===== src/rtl/pinport_pkg.sv =====
package pinport_pkg;
    typedef enum logic [0:0] {
        HS_IDLE   = 1'b0,
        HS_ACKING = 1'b1
    } hs_state_e;

    localparam int unsigned DEF_PIN_W  = 8;
    localparam int unsigned DEF_BUS_W  = 32;
    localparam int unsigned DEF_ADDR_W = 30;
    localparam int unsigned DEF_BE_W   = 4;
endpackage


===== src/rtl/pinport_sync.sv =====
module pinport_sync #(
    parameter int unsigned WIDTH  = 8,
    parameter int unsigned STAGES = 2
) (
    input  logic             clk_i,
    input  logic             rst_ni,
    input  logic [WIDTH-1:0] d_i,
    output logic [WIDTH-1:0] q_o
);
    logic [WIDTH-1:0] stage_q [STAGES];

    for (genvar s = 0; s < STAGES; s++) begin : g_stage
        if (s == 0) begin : g_first
            always_ff @(posedge clk_i or negedge rst_ni) begin
                if (!rst_ni) stage_q[s] <= '0;
                else         stage_q[s] <= d_i;
            end
        end else begin : g_next
            always_ff @(posedge clk_i or negedge rst_ni) begin
                if (!rst_ni) stage_q[s] <= '0;
                else         stage_q[s] <= stage_q[s-1];
            end
        end
    end

    assign q_o = stage_q[STAGES-1];
endmodule


===== src/rtl/pinport_hs_fsm.sv =====
module pinport_hs_fsm
    import pinport_pkg::*;
(
    input  logic clk_i,
    input  logic rst_ni,
    input  logic me_i,
    input  logic hit_i,
    output logic accept_o,
    output logic release_o,
    output logic ack_o
);
    hs_state_e state_q, state_d;

    always_ff @(posedge clk_i or negedge rst_ni) begin
        if (!rst_ni) state_q <= HS_IDLE;
        else         state_q <= state_d;
    end

    always_comb begin
        state_d   = state_q;
        accept_o  = 1'b0;
        release_o = 1'b0;
        ack_o     = 1'b0;
        unique case (state_q)
            HS_IDLE: begin
                if (me_i && hit_i) begin
                    accept_o = 1'b1;
                    state_d  = HS_ACKING;
                end
            end
            HS_ACKING: begin
                ack_o = 1'b1;
                if (!me_i) begin
                    release_o = 1'b1;
                    state_d   = HS_IDLE;
                end
            end
            default: state_d = HS_IDLE;
        endcase
    end
endmodule


===== src/rtl/pinport_regs.sv =====
module pinport_regs #(
    parameter int unsigned PIN_W = 8,
    parameter int unsigned BUS_W = 32
) (
    input  logic             clk_i,
    input  logic             rst_ni,
    input  logic             accept_i,
    input  logic             release_i,
    input  logic             rnw_i,
    input  logic             lane0_i,
    input  logic             sel_dir_i,
    input  logic [PIN_W-1:0] wbyte_i,
    input  logic [PIN_W-1:0] pins_sync_i,
    output logic [PIN_W-1:0] value_o,
    output logic [PIN_W-1:0] dir_o,
    output logic [BUS_W-1:0] rdata_o
);
    localparam int unsigned PAD_W = BUS_W - PIN_W;

    logic [PIN_W-1:0] value_q, dir_q;
    logic [BUS_W-1:0] rdata_q;
    logic             wr_en;

    assign wr_en = accept_i && !rnw_i && lane0_i;

    always_ff @(posedge clk_i or negedge rst_ni) begin
        if (!rst_ni) begin
            value_q <= '0;
            dir_q   <= '0;
        end else if (wr_en) begin
            if (sel_dir_i) dir_q   <= wbyte_i;
            else           value_q <= wbyte_i;
        end
    end

    always_ff @(posedge clk_i or negedge rst_ni) begin
        if (!rst_ni) begin
            rdata_q <= '0;
        end else if (accept_i && rnw_i) begin
            rdata_q <= {{PAD_W{1'b0}}, (sel_dir_i ? dir_q : pins_sync_i)};
        end else if (release_i) begin
            rdata_q <= '0;
        end
    end

    assign value_o = value_q;
    assign dir_o   = dir_q;
    assign rdata_o = rdata_q;
endmodule


===== src/rtl/bidir_pin_port.sv =====
module bidir_pin_port
    import pinport_pkg::*;
#(
    parameter int unsigned            PIN_W       = DEF_PIN_W,
    parameter int unsigned            BUS_W       = DEF_BUS_W,
    parameter int unsigned            ADDR_W      = DEF_ADDR_W,
    parameter int unsigned            BE_W        = DEF_BE_W,
    parameter int unsigned            SYNC_STAGES = 2,
    parameter logic [DEF_ADDR_W-1:0]  BASE_WORD   = 30'h4000018
) (
    input  logic              clk_i,
    input  logic              rst_ni,
    input  logic [ADDR_W-1:0] addr_i,
    input  logic [BUS_W-1:0]  wdata_i,
    input  logic [BE_W-1:0]   be_i,
    input  logic              rnw_i,
    input  logic              me_i,
    output logic [BUS_W-1:0]  rdata_o,
    output logic              ack_o,
    input  logic [PIN_W-1:0]  pad_in_i,
    output logic [PIN_W-1:0]  pad_out_o,
    output logic [PIN_W-1:0]  pad_oe_o
);
    localparam logic [ADDR_W-1:0] VALUE_WORD = ADDR_W'(BASE_WORD);
    localparam logic [ADDR_W-1:0] DIR_WORD   = ADDR_W'(BASE_WORD) + ADDR_W'(1);

    logic             hit_value, hit_dir, hit;
    logic             accept, release_acc;
    logic [PIN_W-1:0] pins_sync;
    logic             unused_bus_hi;

    assign hit_value     = (addr_i == VALUE_WORD);
    assign hit_dir       = (addr_i == DIR_WORD);
    assign hit           = hit_value || hit_dir;
    assign unused_bus_hi = ^{wdata_i[BUS_W-1:PIN_W], be_i[BE_W-1:1]};

    pinport_hs_fsm u_fsm (
        .clk_i     (clk_i),
        .rst_ni    (rst_ni),
        .me_i      (me_i),
        .hit_i     (hit),
        .accept_o  (accept),
        .release_o (release_acc),
        .ack_o     (ack_o)
    );

    pinport_sync #(
        .WIDTH  (PIN_W),
        .STAGES (SYNC_STAGES)
    ) u_sync (
        .clk_i  (clk_i),
        .rst_ni (rst_ni),
        .d_i    (pad_in_i),
        .q_o    (pins_sync)
    );

    pinport_regs #(
        .PIN_W (PIN_W),
        .BUS_W (BUS_W)
    ) u_regs (
        .clk_i       (clk_i),
        .rst_ni      (rst_ni),
        .accept_i    (accept),
        .release_i   (release_acc),
        .rnw_i       (rnw_i),
        .lane0_i     (be_i[0]),
        .sel_dir_i   (hit_dir),
        .wbyte_i     (wdata_i[PIN_W-1:0]),
        .pins_sync_i (pins_sync),
        .value_o     (pad_out_o),
        .dir_o       (pad_oe_o),
        .rdata_o     (rdata_o)
    );
endmodule


===== config.mk =====
export PLATFORM = sky130hd
export DESIGN_NAME = bidir_pin_port
export DESIGN_NICKNAME = d
export VERILOG_FILES = /design/src/rtl/pinport_pkg.sv /design/src/rtl/pinport_sync.sv /design/src/rtl/pinport_hs_fsm.sv /design/src/rtl/pinport_regs.sv /design/src/rtl/bidir_pin_port.sv
export SDC_FILE = /design/constraint.sdc
export NUM_CORES = 1
export LEC_CHECK = 0
export BUFFER_PORTS_ARGS = -buffer_cell sky130_fd_sc_hd__buf_2
export CAP_MARGIN = 0
export CORE_MARGIN = 3
export CORE_UTILIZATION = 37
export DETAILED_ROUTE_END_ITERATION = 12
export PLACE_DENSITY = 0.77
export SKIP_CTS_REPAIR_TIMING = 1
export SYNTH_ARGS = -nofsm -noshare
export SYNTH_HDL_FRONTEND = slang
export SYNTH_HIERARCHICAL = 1
export SYNTH_SLANG_ARGS = --single-unit

===== constraint.sdc =====
create_clock -name clk_i -period 1.45 [get_ports clk_i]
set_input_delay 0.29 -clock clk_i [delete_from_list [all_inputs] [get_ports clk_i]]
set_output_delay 0.29 -clock clk_i [all_outputs]
set_load 0.01 [all_outputs]

# Yosys cells after proc, flatten, opt, wreduce, memory -nomap -nowiden
# Index checks and enable logic that the tools add are counted.
classes:
  n_eq_ne: 2
  mux: 10
  bitwise: 2
  n_reduce_logical: 9
ops:
  columns: ["operator", "count"]
  rows:
  - ["2-to-1 mux 32 bit", 2]
  - ["equality test 30 x 27 -> 1 bit (second input constant)", 2]
  - ["2-to-1 mux 8 bit", 1]
  - ["2-to-1 mux 1 bit", 6]
  - ["logical AND 1 bit", 4]
  - ["AND reduction 2 bit", 2]
  - ["NOT 1 bit", 2]
  - ["one-hot mux 1 bit (2 select lines)", 1]
  - ["nonzero test 2 bit", 1]
  - ["logical NOT 1 bit", 1]
  - ["logical OR 1 bit", 1]
word_totals:
  reg_bits: 65
  inputBits: 78
  out_inout_bits: 49
  word_cells: 29

# Logic depth before layout (Yosys ltp)
# Gate-level depths: netlist of run 1.
depth:
  ltp_word: 8
  mapped_depth: 7

# Modules after synthesis
# The synthesis of run 1 kept the hierarchy.
by_module_without_submodules:
  columns: ["module", "n_inst", "cells_per_inst", "area_each_um2"]
  rows:
  - ["pinport_regs", 1, 95, 1278.7]
  - ["pinport_sync", 1, 24, 460.4]
  - ["bidir_pin_port", 1, 13, 106.4]
  - ["pinport_hs_fsm", 1, 4, 51.3]

# Worst setup path after synthesis of run 1
# No wires, ideal clock.
synth_path:
  path_kind: "input to register"
  startpoint: "in addr_i[5]"
  endpoint: "reg u_regs.value_q[0] (netlist: u_regs/value_o[0])"
  setup_ps: 125
  t_arrival_ps: 1961
  slack_ps: -636
  cell_stages: 6
  cell_sequence: "or4b_4 nor4b_2 and3b_2 nor4bb_4 buf_6 mux2_4"
synth_via:
  elab_chain_len: 8
synth_rtl:
  columns: ["item", "line_no", "source"]
  rows:
  - ["start, declared", "bidir_pin_port.sv:13", "input logic [ADDR_W-1:0] addr_i,"]
  - ["equality test 30 x 27 -> 1 bit (on tied branches)", "bidir_pin_port.sv:32, bidir_pin_port.sv:33", null]
  - ["logical OR 1 bit *", "bidir_pin_port.sv:34", "assign hit = hit_value || hit_dir;"]
  - ["via hit", "bidir_pin_port.sv:27", "logic hit_value, hit_dir, hit;"]
  - ["logical AND 1 bit *", "pinport_hs_fsm.sv:26", "if (me_i && hit_i) begin"]
  - ["2-to-1 mux 1 bit *", "pinport_hs_fsm.sv:26", null]
  - ["2-to-1 mux 1 bit *", "pinport_hs_fsm.sv:24", "unique case (state_q)"]
  - ["via accept", "bidir_pin_port.sv:28", "logic accept, release_acc;"]
  - ["logical AND 1 bit * (2 in series)", "pinport_regs.sv:24", "assign wr_en = accept_i && !rnw_i && lane0_i;"]
  - ["AND reduction 2 bit (no source line) *", null, null]
  - ["end signal, assigned", "pinport_regs.sv:32", "else value_q <= wbyte_i;"]
  - ["end, declared", "pinport_regs.sv:20", "logic [PIN_W-1:0] value_q, dir_q;"]
# Mark *: on every way through the listed nets, which the timed path passes. The rest lies on a longest branch.
# A chain may end at the register's enable or synchronous reset.

# Worst setup path in the final report of run 1
layout_path:
  startpoint: "in addr_i[6]"
  endpoint: "reg u_regs.dir_q[4] (netlist: u_regs/dir_o[4])"
layout_via:
  elab_chain_len: 8
layout_rtl:
  columns: ["item", "line_no", "source"]
  rows:
  - ["equality test 30 x 27 -> 1 bit (on tied branches)", "bidir_pin_port.sv:32, bidir_pin_port.sv:33", null]
  - ["logical OR 1 bit *", "bidir_pin_port.sv:34", null]
  - ["via hit", "bidir_pin_port.sv:27", null]
  - ["logical AND 1 bit *", "pinport_hs_fsm.sv:26", null]
  - ["2-to-1 mux 1 bit *", "pinport_hs_fsm.sv:26", null]
  - ["2-to-1 mux 1 bit *", "pinport_hs_fsm.sv:24", null]
  - ["via accept", "bidir_pin_port.sv:28", null]
  - ["logical AND 1 bit * (2 in series)", "pinport_regs.sv:24", null]
  - ["AND reduction 2 bit (no source line) *", null, null]
  - ["end signal, assigned", "pinport_regs.sv:31", "if (sel_dir_i) dir_q <= wbyte_i;"]
  - ["end, declared", "pinport_regs.sv:20", null]
# Marked as above.

==> out/results.tsv, run 1 <==
stage	metric	value	unit
sta	timing_hold_violations_final	0	
floorplanning	core_area	4850	sq um
floorplanning	io_pins	127	
detailed_routing	drcViolationCount	0	
clock_network	cts-root-buf	clkbuf_8	
critical_path	cp.required	1.62	ns
synth	syn_inst	136	
global_routing	grt_pass1_vias	1228	
detailed_routing	wire_per_inst	13.6	um
synth	syn_avg_cell_area	13.9	sq um
cells_and_area	nets	300	
placement	portBuffers	75	
detailed_routing	vias_per_cell	4.24	
sta	holdWs	0.102	ns
cells_and_area	final_design_area_no_fill	2470	sq um
synth	synth.distinct_cells	24	
global_routing	antenna_found_initial	0	
sta	finalCriticalPeriod	2.04	ns
global_routing	grt_usage	12.8	%
clock_network	clock-sinks	41	
synth	synth_top_family_by_area	multiplexers	
clock_network	cts_made_buffers	5	
critical_path	crit_arrival	2.22	ns
flow_run	max-cap-violations	0	
sta	rsz0062_at_grt	true	
cells_and_area	final_layout_size_suffix_gt1_share	55.6	%
floorplanning	dieArea	6020	sq um
detailed_routing	num_vias	1230	
sta	maxSlewViolCount	0	
sta	setup_viol	24	
synth	netlist_area	1900	sq um
critical_path	endpoint_kind	flop	
sta	fin_ws	-0.595	ns
global_routing	grt_overflow	0	
floorplanning	rows	25	
sta	fmax	489	MHz
placement	dp_hpwl	3040	um
clock_network	clkTransAtPathRegs	0.07	ns
clock_network	clk_path_buf_depth	2	
synth	synth-xor-area-share	0	%
cells_and_area	stdcell_count	290	
clock_network	htree_levels	2	
synth	synth-simple-area-share	11.7	%
min_path	hold_path_class	primary input to flop	
placement	post_dp_cell_area	2300	sq um
power_and_ir_drop	peakVddDrop	0.466	mV
clock_network	clkLatencyLatePin	0.29	ns
detailed_routing	drt_pass1_iterations	4	
critical_path	cp_max_fo	5	
power_and_ir_drop	powerDensity	821	nW/um^2
clock_network	cts_tree	yes	
cells_and_area	diodes	0	
cells_and_area	area_growth	30.5	%
sta	finalCritPeriodShare	141	%
status	status	complete, but fails checks	
floorplanning	dieHeight	77.6	um
power_and_ir_drop	p_leak	1.34	nW
status	violations	setup timing	
cells_and_area	post-route-util	51.0	%
min_path	whs_path_depth	1	
floorplanning	initial_utilization	39.1	%
detailed_routing	drtAntennaViolNets	0	
synth	synth_compound_area_share	0.396	%
placement	routabilityCongestion	0.664	
detailed_routing	drt_iter0_drc	47	
synth	synthAdderAreaFrac	0	%
critical_path	crit_type	primary input to flop	
placement	dp_cells	278	
critical_path	cp-start-kind	primary input	
global_routing	grt_pass1_wl	5890	um
global_routing	grt_max_degree	26	
critical_path	worstRegToRegCells	6	
synth	synth_mux_area_share	19.5	%
synth	ys.warnings.count	6	
synth	synth-seq-area-share	54.1	%
synth	synth-seq-cells	41	
sta	fin_worst_skew	0.00315	ns
floorplanning	chipWidth	77.6	um
detailed_routing	routed_wl	3950	um
-- path summary, 6_finish.rpt --
path	from	to	slack (ns)
max in group asynchronous	rst_ni	u_regs/rdata_o[3]$_DFFE_PN0P_	0.54
setup reg to reg	u_fsm/state_q$_DFF_PN0_	u_regs/dir_o[4]$_DFFE_PN0P_	-0.04
hold reg to reg	u_sync/stage_q[10]$_DFF_PN0_	u_sync/q_o[2]$_DFF_PN0_	0.35
hold / removal	pad_in_i[2]	u_sync/stage_q[10]$_DFF_PN0_	0.10
min in group asynchronous	rst_ni	u_sync/q_o[2]$_DFF_PN0_	0.45
setup / recovery	addr_i[6]	u_regs/dir_o[4]$_DFFE_PN0P_	-0.59
-- cells in the mapped netlist --
cell	number	area (sq um)
nor4_2	1	12.5
dfrtp_1	41	1030
nor2_1	1	3.75
nand2b_1	8	50.1
or4b_4	1	13.8
nor3_1	1	5.00
and2_1	1	6.26
and2b_2	1	8.76
mux2_2	8	90.1
nor4b_2	2	30.0
nand4b_2	1	15.0
nor4bb_4	1	25.0
nor4b_1	1	8.76
and3b_2	1	10.0
nor4_1	3	18.8
buf_2	1	5.00
conb_1	1	3.75
o21a_1	1	7.51
nand4_1	1	6.26
buf_6	2	22.5
mux2_4	8	120
buf_4	32	240
nand2_1	2	7.51
mux2i_1	16	160
-- worst max-delay path: stages --
cell and delay (ns):
buf_6 0.09, or4b_4 0.55, nor4b_4 0.30, and3b_2 0.24
buf_4 0.11, buf_6 0.09, nand4b_4 0.12, buf_6 0.16
mux2_2 0.26
-- flip-flops by register name, indices dropped and copies added (netlist names) --
signal,count
u_fsm/state_q,1
u_regs/dir_o,8
u_regs/rdata_o,8
u_regs/value_o,8
u_sync/q_o,8
u_sync/stage_q,8
-- layout by cell type, fill, tap and decap left out, drive strengths merged --
cell type / n
buf: 90
clkbuf: 6
nor4b: 3
nand4: 1
or4b: 1
and3b: 1
dlygate4sd3: 1
nand2: 2
mux2: 16
and2b: 1
o21a: 1
and2: 1
nor4: 4
clkinv: 2
conb: 24
nor2: 1
nor4bb: 1
nand2b: 8
nand4b: 1
nor3: 1
mux2i: 16
dfrtp: 41
-- per-stage QoR --
| stage | setup WS, ns | power, W | setup TNS [ns] |
|---|---|---|---|
| 6_report | -0.595 | 0.00203 | -12.80 |
| 5_1_grt | -0.657 | 0.00215 | -14.02 |
| 4_1_cts | -0.642 | 0.00206 | -13.72 |
| 3_5_place_dp | -0.959 | 0.00135 | -21.53 |
| 3_3_place_gp | -0.845 | 0.00134 | -19.30 |
| 2_1_floorplan | -0.630 | 0.00130 | -11.84 |
-- power breakdown --
part / total (W) / internal (W) / leakage (nW) / switching (W)
sequential: 0.00117 / 0.00116 / 0.536 / 0.00000504
clock: 0.000701 / 0.000333 / 0.0450 / 0.000367
combinational: 0.000162 / 0.0000735 / 0.757 / 0.0000887
total: 0.00203 / 0.00157 / 1.34 / 0.000461
-- cells by family (layout without fill, tap and decap cells) --
logic type / count (synthesis) / count (layout)
DFF: 41 / 41
buffers and inverters: 35 / 99
muxes: 32 / 32
and+or+nand+nor: 26 / 26
other: 1 / 24
AOI/OAI and AO/OA: 1 / 1
-- routing by layer --
layer / vias up / wire (um) / global-route usage, %
li1: 582 / - / -
met5: - / 0 / 0
met1: 566 / 1670 / 15.6
met2: 76 / 1820 / 21.1
met4: 0 / 47 / 4.27
met3: 6 / 405 / 4.52
-- final cells by class --
type | count | area, sq um
fillers | 449 | 2370
well taps | 67 | 83.8
clock inverters | 2 | 10.0
repair buffers | 91 | 543
flip-flops and latches | 41 | 1030
clock buffers | 6 | 72.6
multi-input cells | 83 | 739
(Power assumes the default switching activity.)
==> inputs of run 2 (changes only) <==
--- a/config.mk
+++ b/config.mk
@@ -5,7 +5,7 @@
 export SDC_FILE = /design/constraint.sdc
 export NUM_CORES = 1
 export LEC_CHECK = 0
-export BUFFER_PORTS_ARGS = -buffer_cell sky130_fd_sc_hd__buf_2
+export BUFFER_PORTS_ARGS = -buffer_cell sky130_fd_sc_hd__clkbuf_2
 export CAP_MARGIN = 0
 export CORE_MARGIN = 3
 export CORE_UTILIZATION = 37
==> run 2 against run 1 <==
Compared with the run above: the flow still finishes with violations (setup timing); sequential power is essentially flat; non-clock buffer count shrank 1; design area grew 1.4%; count of clock-buffer cells in the layout grew 1; critical endpoint is now u_regs/value_o[0]$_DFFE_PN0P_; largest power group unchanged.
==> out/results.tsv, run 2 (synthesis results as in run 1) <==
stage	metric	value	unit	change
cells_and_area	area_growth	32.3	%	
sta	finalCriticalPeriod	2.04	ns	-0.00937 ns
floorplanning	dieHeight	77.6	um	unchanged
placement	routabilityCongestion	0.670		+0.87%
cells_and_area	stdcell_count	289		-0.34%
global_routing	grt_max_degree	27		+3.8%
sta	fmax	491	MHz	+0.46%
clock_network	cts_made_buffers	5		unchanged
detailed_routing	vias_per_cell	4.27		+0.59%
detailed_routing	drtAntennaViolNets	0		unchanged
power_and_ir_drop	p_leak	1.34	nW	+0.55%
cells_and_area	area.sequential	1030	sq um	unchanged
cells_and_area	fill_cells	435		-3.1%
power_and_ir_drop	peakVddDrop	0.587	mV	+26%
status	status	complete, but fails checks		
critical_path	crit_arrival	2.21	ns	about the same
sta	finalCritPeriodShare	140	%	-0.65 points
power_and_ir_drop	pwr-share-clk	41.0	%	+6.5 points
sta	fin_ws	-0.585	ns	+0.00937 ns
critical_path	crit_type	primary input to flop		
power_and_ir_drop	powerDensity	900	nW/um^2	+9.5%
cells_and_area	final_cell_mix	73 x clkbuf_2, 41 x dfrtp_1, 24 x conb_1		
floorplanning	rows	25		unchanged
sta	timing_hold_violations_final	0		unchanged
detailed_routing	drt_pass1_iterations	2		-2
min_path	whs_path_depth	1		unchanged
power_and_ir_drop	power_frac_seq	51.8	%	-5.8 points
detailed_routing	drcViolationCount	0		unchanged
cells_and_area	multi_input_area	742	sq um	+0.34%
power_and_ir_drop	p_sw	0.000457	W	-0.76%
global_routing	antenna_found_initial	0		unchanged
cells_and_area	final_layout_size_suffix_gt1_share	55.0	%	-0.65 points
clock_network	cts_tree	yes		
placement	post_dp_cell_area	2310	sq um	+0.33%
floorplanning	initial_utilization	39.1	%	unchanged
cells_and_area	final_design_area_no_fill	2510	sq um	+1.4%
clock_network	clk_path_buf_depth	2		unchanged
critical_path	worstRegToRegCells	4		-2
floorplanning	core_area	4850	sq um	unchanged
power_and_ir_drop	p_int	0.00180	W	+15%
floorplanning	chipWidth	77.6	um	unchanged
cells_and_area	layout_commonest_cell	clkbuf_2		
sta	setup_viol	24		unchanged
clock_network	clkTransAtPathRegs	0.08	ns	about the same
clock_network	htree_levels	2		unchanged
clock_network	clock-sinks	41		unchanged
placement	dp_hpwl	3100	um	+2.0%
clock_network	cts-root-buf	clkbuf_8		
sta	maxSlewViolCount	0		unchanged
cells_and_area	post-route-util	51.8	%	+0.72 points
cells_and_area	nets	299		-0.33%
detailed_routing	drt_iter0_drc	53		+13%
detailed_routing	num_vias	1233		+0.24%
clock_network	clkLatencyLatePin	0.29	ns	about the same
power_and_ir_drop	comb_power_share	7.2	%	-0.8 points
flow_run	max-cap-violations	0		unchanged
detailed_routing	routed_wl	3930	um	-0.63%
critical_path	cp-start-kind	primary input		
floorplanning	dieArea	6020	sq um	unchanged
placement	portBuffers	75		unchanged
global_routing	grt_pass1_wl	6210	um	+5.4%
placement	dp_cells	279		+0.36%
sta	fin_worst_skew	0.0104	ns	+0.00728 ns
critical_path	cp.required	1.63	ns	about the same
global_routing	grt_usage	13.7	%	+0.84 points
min_path	hold_path_class	primary input to flop		
global_routing	grt_pass1_vias	1252		+2.0%
floorplanning	io_pins	127		unchanged
cells_and_area	diodes	0		unchanged
power_and_ir_drop	sw_frac_of_total	20.3	%	-2.4 points
detailed_routing	wire_per_inst	13.6	um	-0.29%
status	violations	setup timing		
power_and_ir_drop	power	0.00226	W	+11%
sta	rsz0062_at_grt	true		
critical_path	cp_max_fo	3		-2
critical_path	endpoint_kind	flop		
global_routing	grt_overflow	0		unchanged
[run 2: changes by cell type in the layout (fill, tap and decap cells not counted), moves of 2 or more]
cell / change
buf_2: -74
nor4b_2: -2
clkinv_2: -2
clkbuf_2: +73
nor4b_4: +2
[run 2: metal layers]
layer	share of wire, %	track usage, %	up-vias	wire, um
li1	-	-	581	-
met1	40	16.2	572	1580
met2	48	22.6	76	1900
met3	11	5.10	4	422
met4	0.69	4.80	0	27
met5	0	0	-	0
[run 2: layout make-up]
cell class                      count  share of cell area (%)
Tap cell                           67                    3.34
Sequential cell                    41                    40.9
Clock inverter                      1                    1.20
Multi-Input combinational cell     83                    29.6
Timing Repair Buffer               90                    21.6
Clock buffer                        7                    3.44
[run 2: power groups by stage]
stage	registers [W]	clock network [W]	logic [W]
3_3_place_gp	0.00119	0	0.000146
5_1_grt	0.00117	0.00102	0.000180
2_1_floorplan	0.00119	0	0.000109
3_5_place_dp	0.00119	0	0.000151
6_report	0.00117	0.000926	0.000162
4_1_cts	0.00117	0.000966	0.000151
[run 2: metrics by stage]
step                      hold slack [ns]  setup TNS [ns]  worst slack [ns]
after detailed placement            0.245          -18.95            -0.880
after global placement              0.242          -17.63            -0.812
after CTS                         -0.0817          -11.73            -0.580
after floorplan                  -0.00559          -11.84            -0.630
final                              0.0998          -11.63            -0.585
after global routing               0.0790          -13.05            -0.646
[run 2: final timing paths]
path	start	endpoint	slack [ns]
setup reg to reg	u_fsm/state_q$_DFF_PN0_	u_regs/value_o[0]$_DFFE_PN0P_	-0.04
min in group asynchronous	rst_ni	u_sync/q_o[7]$_DFF_PN0_	0.45
hold / removal	pad_in_i[0]	u_sync/stage_q[8]$_DFF_PN0_	0.1
hold reg to reg	u_sync/stage_q[15]$_DFF_PN0_	u_sync/q_o[7]$_DFF_PN0_	0.34
setup / recovery	addr_i[6]	u_regs/value_o[0]$_DFFE_PN0P_	-0.59
max in group asynchronous	rst_ni	u_sync/stage_q[9]$_DFF_PN0_	0.52
[run 2: critical path, cell delays in order]
cell      delay, ns
clkbuf_2       0.08
or4b_4         0.57
nor4b_4        0.30
and3b_2        0.24
nor4bb_4       0.23
buf_4          0.20
mux2_4         0.31
